`config.mk`:
```
export PLATFORM = sky130hd
export DESIGN_NAME = done_coalescer
export DESIGN_NICKNAME = d
export VERILOG_FILES = /design/src/rtl/coal_pkg.sv /design/src/rtl/coal_counter.sv /design/src/rtl/coal_timer.sv /design/src/rtl/coal_cfg.sv /design/src/rtl/coal_decide.sv /design/src/rtl/done_coalescer.sv
export SDC_FILE = /design/constraint.sdc
export NUM_CORES = 1
export LEC_CHECK = 0
export BUFFER_PORTS_ARGS = -buffer_cell sky130_fd_sc_hd__buf_2
export CORE_MARGIN = 2
export CORE_UTILIZATION = 26
export DETAILED_ROUTE_END_ITERATION = 8
export PLACE_DENSITY = 0.53
export SYNTH_ARGS = -nofsm -noshare
export SYNTH_HDL_FRONTEND = slang
export SYNTH_SLANG_ARGS = --single-unit
```
`constraint.sdc`:
```
create_clock -name clk -period 12.85 [get_ports clk]
set_input_delay 1.285 -clock clk [delete_from_list [all_inputs] [get_ports clk]]
set_output_delay 1.285 -clock clk [all_outputs]
set_load 0.02 [all_outputs]
```
`src/rtl/coal_pkg.sv`:
```
package coal_pkg;
  // register write selector encoding
  typedef enum logic [1:0] {
    SEL_ACK  = 2'd0,
    SEL_LOAD = 2'd1,
    SEL_CFG  = 2'd2,
    SEL_NONE = 2'd3
  } wr_sel_e;
endpackage

```
`src/rtl/coal_counter.sv`:
```
module coal_counter #(
  parameter int CNT_W = 20
) (
  input  logic             clk,
  input  logic             rst_n,
  input  logic             inc,
  input  logic             ack_en,
  input  logic [CNT_W-1:0] ack_amt,
  input  logic             load_en,
  input  logic [CNT_W-1:0] load_val,
  output logic [CNT_W-1:0] count_q
);
  localparam logic [CNT_W-1:0] CNT_MAX = {CNT_W{1'b1}};

  logic [CNT_W-1:0] base;
  logic [CNT_W:0]   sum;
  logic [CNT_W-1:0] sat;
  logic [CNT_W-1:0] nxt;

  always_comb begin
    base = load_en ? load_val : count_q;
    sum  = {1'b0, base} + {{CNT_W{1'b0}}, inc};
    sat  = sum[CNT_W] ? CNT_MAX : sum[CNT_W-1:0];
    if (ack_en) nxt = (sat >= ack_amt) ? (sat - ack_amt) : '0;
    else        nxt = sat;
  end

  always_ff @(posedge clk) begin
    if (!rst_n) count_q <= '0;
    else        count_q <= nxt;
  end
endmodule

```
`src/rtl/coal_timer.sv`:
```
module coal_timer #(
  parameter int TMR_W = 26
) (
  input  logic             clk,
  input  logic             rst_n,
  input  logic             active,
  input  logic             restart,
  output logic [TMR_W-1:0] tmr_q
);
  localparam logic [TMR_W-1:0] TMR_MAX = {TMR_W{1'b1}};

  always_ff @(posedge clk) begin
    if (!rst_n)                 tmr_q <= '0;
    else if (!active || restart) tmr_q <= '0;
    else if (tmr_q != TMR_MAX)  tmr_q <= tmr_q + 1'b1;
  end
endmodule

```
`src/rtl/coal_cfg.sv`:
```
module coal_cfg #(
  parameter int CNT_W = 20,
  parameter int TW_W  = 16
) (
  input  logic                  clk,
  input  logic                  rst_n,
  input  logic                  wr_en,
  input  logic [CNT_W+TW_W-1:0] wr_data,
  output logic [CNT_W-1:0]      num_wait_q,
  output logic [TW_W-1:0]       time_wait_q
);
  always_ff @(posedge clk) begin
    if (!rst_n) begin
      num_wait_q  <= '0;
      time_wait_q <= '0;
    end else if (wr_en) begin
      num_wait_q  <= wr_data[CNT_W-1:0];
      time_wait_q <= wr_data[CNT_W+TW_W-1:CNT_W];
    end
  end
endmodule

```
`src/rtl/coal_decide.sv`:
```
module coal_decide #(
  parameter int CNT_W      = 20,
  parameter int TW_W       = 16,
  parameter int SCALE_LOG2 = 10
) (
  input  logic                       clk,
  input  logic                       rst_n,
  input  logic                       en,
  input  logic [CNT_W-1:0]           count,
  input  logic [TW_W+SCALE_LOG2-1:0] tmr,
  input  logic [CNT_W-1:0]           num_wait,
  input  logic [TW_W-1:0]            time_wait,
  output logic                       intr_q
);
  localparam int TMR_W = TW_W + SCALE_LOG2;

  logic [CNT_W-1:0] eff_nw;
  logic [TMR_W-1:0] tmr_lim;
  logic             time_hit, cnt_hit, fire;

  always_comb begin
    eff_nw   = (num_wait == '0) ? {{(CNT_W-1){1'b0}}, 1'b1} : num_wait;
    tmr_lim  = {time_wait, {SCALE_LOG2{1'b0}}};
    time_hit = (time_wait != '0) && (tmr >= tmr_lim);
    cnt_hit  = (count >= eff_nw);
    fire     = en && (count != '0) && (time_hit || cnt_hit);
  end

  always_ff @(posedge clk) begin
    if (!rst_n) intr_q <= 1'b0;
    else        intr_q <= fire;
  end
endmodule

```
`src/rtl/done_coalescer.sv`:
```
module done_coalescer #(
  parameter int CNT_W      = 20,
  parameter int TW_W       = 16,
  parameter int SCALE_LOG2 = 10
) (
  input  logic                  clk,
  input  logic                  rst_n,
  input  logic                  cmpl_valid,
  input  logic                  cmpl_flag,
  output logic                  cmpl_ready,
  input  logic                  reg_wr_en,
  input  logic [1:0]            reg_wr_sel,
  input  logic [CNT_W+TW_W-1:0] reg_wr_data,
  input  logic                  intr_en,
  output logic                  intr_o,
  output logic [CNT_W-1:0]      done_count_o
);
  import coal_pkg::*;
  localparam int TMR_W = TW_W + SCALE_LOG2;

  wr_sel_e          sel;
  logic             do_ack, do_load, do_cfg, do_inc;
  logic [CNT_W-1:0] count_q, cfg_num_wait;
  logic [TW_W-1:0]  cfg_time_wait;
  logic [TMR_W-1:0] tmr_value;

  always_comb begin
    sel     = wr_sel_e'(reg_wr_sel);
    do_ack  = reg_wr_en && (sel == SEL_ACK);
    do_load = reg_wr_en && (sel == SEL_LOAD);
    do_cfg  = reg_wr_en && (sel == SEL_CFG);
    do_inc  = cmpl_valid && cmpl_flag;
  end

  assign cmpl_ready   = 1'b1;
  assign done_count_o = count_q;

  coal_counter #(.CNT_W(CNT_W)) u_cnt (
    .clk(clk), .rst_n(rst_n), .inc(do_inc),
    .ack_en(do_ack), .ack_amt(reg_wr_data[CNT_W-1:0]),
    .load_en(do_load), .load_val(reg_wr_data[CNT_W-1:0]),
    .count_q(count_q)
  );

  coal_timer #(.TMR_W(TMR_W)) u_tmr (
    .clk(clk), .rst_n(rst_n), .active(count_q != '0),
    .restart(do_ack || do_load), .tmr_q(tmr_value)
  );

  coal_cfg #(.CNT_W(CNT_W), .TW_W(TW_W)) u_cfg (
    .clk(clk), .rst_n(rst_n), .wr_en(do_cfg), .wr_data(reg_wr_data),
    .num_wait_q(cfg_num_wait), .time_wait_q(cfg_time_wait)
  );

  coal_decide #(.CNT_W(CNT_W), .TW_W(TW_W), .SCALE_LOG2(SCALE_LOG2)) u_dec (
    .clk(clk), .rst_n(rst_n), .en(intr_en), .count(count_q),
    .tmr(tmr_value), .num_wait(cfg_num_wait), .time_wait(cfg_time_wait),
    .intr_q(intr_o)
  );
endmodule

```
==> Yosys cells after proc, flatten, opt, wreduce, memory -nomap -nowiden <==
Index checks and enable logic that the tools add are counted.
{ "word_totals": {"register_bits": 83, "out_inout_bits": 22, "wordCells": 36} }
{ "classes": {"n_addsub": 3, "n_lt_le_gt_ge": 3, "n_eq_ne": 3, "muxes": 5, "bitwise": 1, "reduce_logical": 16} }
{ "ops": {"columns": ["operator", "n"], "rows": [
  ["two-way mux 20 bit", 5],
  ["greater-or-equal comparator 20 bit", 2],
  ["adder 26 x 1 -> 26 bit (second input constant)", 1],
  ["greater-or-equal comparator 26 bit", 1],
  ["!= test 26 bit (second input constant)", 1],
  ["adder 20 x 1 -> 21 bit", 1],
  ["zero test 20 bit", 1],
  ["nonzero test 20 bit", 1],
  ["subtractor 20 bit", 1],
  ["nonzero test 16 bit", 1],
  ["logical AND 1 bit", 7],
  ["logical OR 1 bit", 3],
  ["equality test 2 x 1 -> 1 bit (second input constant)", 1],
  ["equality test 2 bit (second input constant)", 1],
  ["zero test 2 bit", 1],
  ["OR reduction 2 bit", 1],
  ["zero test 1 bit", 1],
  ["inverter 1 bit", 1]
]} }

==> Depth between registers and ports, before layout <==
{ "logic_depth": {"depth_word": 8, "ltp_mapped": 25} }

==> Cells and area by module <==
A second synthesis with hierarchy kept.
{ "hier_totals": {"cells_unflattened": 762, "area_unflattened_um2": 6452.4} }
{ "modules_own_cells": {"columns": ["module", "instances", "cells_per_inst", "area_per_inst_um2", "seq_area_each_um2"], "rows": [
  ["coal_counter", 1, 331, 2568.7, 400.4],
  ["coal_cfg", 1, 115, 1388.8, 720.7],
  ["coal_timer", 1, 156, 1350.0, 520.5],
  ["coal_decide", 1, 146, 1057.3, 20.0],
  ["done_coalescer", 1, 14, 87.6, 0.0]
]} }

==> Worst setup path after synthesis <==
OpenSTA, ideal clock, no wires.
{ "synth_path": {"path_kind": "input-to-reg", "startpoint": "in reg_wr_sel[1]", "endpoint": "reg u_cnt.count_q[7]", "setup_ns": 0.087, "arrival_time_ns": 5.478, "path_slack_ns": 7.285, "cell_stages": 23, "path_buffers": 3, "cell_sequence": "and3b_1 -> buf_6 -> buf_6 -> clkbuf_1 -> nand2_1 -> o21ai_0 -> ha_1 -> ha_1 -> inv_1 -> nor3_1 -> a31oi_1 -> or2_1 -> nor2_1 -> nor2_1 -> ha_1 -> fa_1 -> nand2b_1 -> a211oi_2 -> o31ai_2 -> a211oi_4 -> nor2_2 -> or3_4 -> o31ai_1"} }
{ "synth_between": {"elab_chain_len": 8, "word_cells_on_any_way": 11, "classes_between": "2 x add/sub; 1 x order compare; 1 x eq/ne; 4 x mux; 3 x reduce/logical"} }
{ "synth_rtl": {"columns": ["element", "line", "text"], "rows": [
  ["start, declared", "done_coalescer.sv:12", "input logic [1:0] reg_wr_sel,"],
  ["equality test 2 x 1 -> 1 bit", "done_coalescer.sv:30", "do_load = reg_wr_en && (sel == SEL_LOAD);"],
  ["logical AND 1 bit", "done_coalescer.sv:30", null],
  ["two-way mux 20 bit", "coal_counter.sv:21", "base = load_en ? load_val : count_q;"],
  ["adder 20 x 1 -> 21 bit", "coal_counter.sv:22", "sum = {1'b0, base} + {{CNT_W{1'b0}}, inc};"],
  ["two-way mux 20 bit", "coal_counter.sv:23", "sat = sum[CNT_W] ? CNT_MAX : sum[CNT_W-1:0];"],
  ["subtractor 20 bit or greater-or-equal comparator 20 bit (tied branches)", "coal_counter.sv:24", "if (ack_en) nxt = (sat >= ack_amt) ? (sat - ack_amt) : '0;"],
  ["two-way mux 20 bit", "coal_counter.sv:24", null],
  ["two-way mux 20 bit (*)", "coal_counter.sv:24", null],
  ["end signal, assigned", "coal_counter.sv:30", "else count_q <= nxt;"],
  ["end, declared", "coal_counter.sv:11", "output logic [CNT_W-1:0] count_q"]
]} }
Mark *: on every way between the ends. The rest lies on a longest branch, timed or not.
A chain may end at the register's enable or synchronous reset.

==> Worst setup path after layout <==
{ "layout_path": {"startpoint": "in reg_wr_sel[0]", "endpoint": "reg u_cnt.count_q[15]"} }
Same word-level chain as after synthesis.

==> summary.md <==
| Metric | Value |
|---|---|
| Synth Area per Inst | a little under 8 um2 |
| PwrDens | 96.1 nW/um2 |
| Max Clock Freq | between 150 and 200 MHz |
| Syn Nets | 918 |
| Worst Setup End Kind | register |
| Pre-antenna DRT Iters | 4 |
| Mapped Cells | slightly above 800 |
| Leak | 2.93 nW |
| Largest net degree at the start of global routing | 41 |
| Vias | around 5700 |
| Vias in the first global route | between 5000 and 6000 |
| Yosys reg bits | 83 |
| Final Setup Violations | 0 |
| Worst-Margin Slew | between 0.9 and 1 ns |
| Layout cells sized above 1 | 0.135 |
| Full die area | roughly 26000 um2 |
| Initial Util | 0.263 |
| Clk sinks | between 80 and 90 |
| Setup slack after layout | 6.59 ns |
| Hold Startpoint | u_cfg.time_wait_q[4] |
| Reg2reg end | u_cnt.count_q[15] |
| Cts bufs inserted | 9 |
| EDFF count, synth | 0 |
| Initial antenna violation count | 1 |
| Worst reg-to-reg path cell count | 18 |
| Post-route cell area | ~7200 um2 |
| Worst hold path type | reg -> reg |
| Slew margin rel. | 0.374 |
| # H-tree levels | 3 |
| Chip width | about 160 um |
| Final Hold Slack | 0.484 ns |
| Final wirelength | roughly 18 mm |
| Max cap viols | 0 |
| Unique masters post-synth | 79 |
| Mapped cell area | between 6000 and 7000 um2 |
| Io pins | 66 |
| Final routed DRC violation total | 0 |
| Post CTS Setup Buffer Count | 0 |
| Max-slew violation count | 0 |
| CP Launch Type | primary input |
| Post-placement cell area | 6930 um2 |
| Final worst path period share | 0.487 |
| Ys Warns | 0 |
| Area growth, synth to finish | 14.2% |
| Async SR Flop Fraction | 0 |
| Worst hold endpoint | u_cfg.time_wait_q[4] |
| Core area | 24100 um2 |
| Setup TNS | 0 ns |
| Critical path class | in -> reg |
| RSZ-0062 raised after global routing | no |
| Critical Path RT | ~13 ns |
| Outcome | finished clean |
| Clock buffer depth | 2 |
| First DRT Iteration DRCs | between 400 and 500 |
| Antenna-violating nets left | 0 |
| Clock Skew | 0.0101 ns |
| R2R Setup Slk | between 7 and 8 ns |
| Routability cong. | 0.868 |
| Avg WL per Cell | 15.5 um |
| Post-synthesis sequential area ratio | 0.262 |
| Top FF cell, synth | dfxtp_1 |
| Post-CTS Hold Buffers | 0 |
| Critical path peak fanout | 31 |
| Port bufs | 64 |
| Nets@finish | approximately 970 |
| Clock Root Buffer | clkbuf_16 |
| Global-route wire length before repair | ~30 mm |
| # rows | 57 |
| Clk Latency, worst-skew pair | between 0.3 and 0.4 ns |
| CTS tree | built |
| Worst vdd ir | approximately 0.06 mV |
| GRT overflow | 0 |
| Via/cell ratio | ~4.8 |
| DP Worst Slack | approximately 6.2 ns |
| Final Hold Vio Count | 0 |
| Minimum clock period after layout | ~6.3 ns |
| Post-CTS sizing | 0 |
| Total track usage | 0.144 |
| Height of the die | 160 um |
| Util after Layout | 0.300 |
| DPL Wire Length | approximately 14 mm |
| FF-to-FF Start | u_cnt.count_q[0] |
| Worst Path Arrival | 6.55 ns |
| Clock Pin Slew Worst Setup and Hold Paths | around 0.07 ns |
| Min-Delay Path Depth | 2 |
-- cell families (layout without fill, tap and decap cells) --
| kind of cell | after synthesis | in the layout | share of synthesized area |
|---|---|---|---|
| multiplexers | 7 | 7 | 0.0120 |
| adder cells (fa/ha/maj) | 62 | 62 | 0.124 |
| AND/OR/NAND/NOR | 325 | 325 | 0.258 |
| buffers and inverters | 98 | 153 | 0.0667 |
| AO/OA/AOI/OAI | 182 | 182 | 0.202 |
| other | 1 | 2 | 0.000592 |
| flip-flops | 83 | 83 | 0.262 |
| XOR/XNOR | 54 | 54 | 0.0746 |
-- registers in the layout, summed over array words and instances (netlist names) --
| name | count |
|---|---|
| u_cfg.num_wait_q | 20 |
| u_cfg.time_wait_q | 16 |
| u_dec.intr_q | 1 |
| u_cnt.count_q | 20 |
| u_tmr.tmr_q | 26 |
-- cells in the mapped netlist (6+ instances only) --
cell type	count	area, um2
nor4_1	20	125
xnor2_1	33	289
nand4_1	19	119
and3_1	7	43.8
o21ai_0	28	140
clkbuf_1	18	67.6
inv_1	69	259
nor2_1	64	240
ha_1	61	763
nor2b_1	6	37.5
a22o_1	12	105
a21boi_0	36	270
dfxtp_1	83	1660
nand3_1	23	115
a21o_1	11	82.6
nand2b_1	6	37.5
xor2_1	21	184
nand2_1	120	450
nor3_1	19	95.1
a21oi_1	32	160
a31oi_1	9	56.3
o211ai_1	6	45.0
o21a_1	6	45.0
-- routing by layer --
layer,GRT usage,wire length [um],up-vias
met5,0,0,-
met3,0.0158,497,28
met4,0.0639,533,0
met2,0.228,8190,101
li1,-,-,2954
met1,0.198,9240,2616
-- metrics by stage --
stage	std cells	power, mW
finish	1192	0.695
global route	1192	0.729
CTS	1191	0.702
detailed placement	1175	0.428
global placement	1175	0.429
floorplan	812	0.383
-- worst max-delay path: stages --
cell      delay (ns)
buf_2           0.13
nand3b_1        0.08
buf_4           0.35
mux2_2          0.41
ha_1            0.24
inv_1           0.12
nor3_1          0.06
a31oi_1         0.25
or2_1           0.22
or2_1           0.69
nand2_1         0.20
ha_1            0.44
nand4_1         0.16
a211oi_2        0.25
o31ai_2         0.14
a211oi_4        0.33
nor2_2          0.09
nor3_2          0.77
a32o_1          0.28
-- report_power, final --
group	leakage [nW]	internal, mW	switching [mW]
registers	0.673	0.265	0.0106
clock network	0.149	0.154	0.118
logic	2.11	0.0600	0.0876
-- cells in the final DEF (no fill, tap or decap), drive strengths merged, types with 3 or more instances in the layout --
| cell | n |
|---|---|
| o21a | 6 |
| or3 | 6 |
| a211oi | 6 |
| o21ai | 29 |
| xor2 | 21 |
| clkbuf | 9 |
| ha | 61 |
| nand2 | 130 |
| nand4 | 20 |
| dfxtp | 83 |
| a22o | 12 |
| a31oi | 9 |
| o2111ai | 3 |
| nor4 | 25 |
| or2 | 6 |
| o22ai | 3 |
| a22oi | 3 |
| nand2b | 6 |
| mux2i | 5 |
| nand3 | 23 |
| xnor2 | 33 |
| nor2b | 6 |
| inv | 73 |
| o211ai | 7 |
| nor2 | 65 |
| and3 | 7 |
| a21boi | 36 |
| o31ai | 5 |
| buf | 67 |
| a21o | 11 |
| nor3 | 20 |
| a21oi | 32 |
| a32o | 3 |
-- how the worst max path moves through the flow --
stage,cells after the start,to,from,slack (ns)
finish,19,u_cnt.count_q[15],reg_wr_sel[0],6.59
global route,20,u_cnt.count_q[2],reg_wr_sel[0],6.15
CTS,19,u_cnt.count_q[15],reg_wr_sel[0],6.59
detailed placement,19,u_cnt.count_q[2],reg_wr_sel[0],6.24
global placement,19,u_cnt.count_q[2],reg_wr_sel[0],6.32
floorplan,23,u_cnt.count_q[7],reg_wr_sel[1],7.29
-- cell type report --
| type | instances | area (um2) |
|---|---|---|
| fill | 2651 | 16900 |
| multi-input combinational | 631 | 4250 |
| sequential | 83 | 1660 |
| tap | 324 | 405 |
| timing repair buffer | 67 | 343 |
| inverter | 70 | 263 |
| clock buffer | 9 | 225 |
| clock inverter | 7 | 83.8 |
| antenna | 1 | 2.50 |
(Power assumes the default switching activity.)
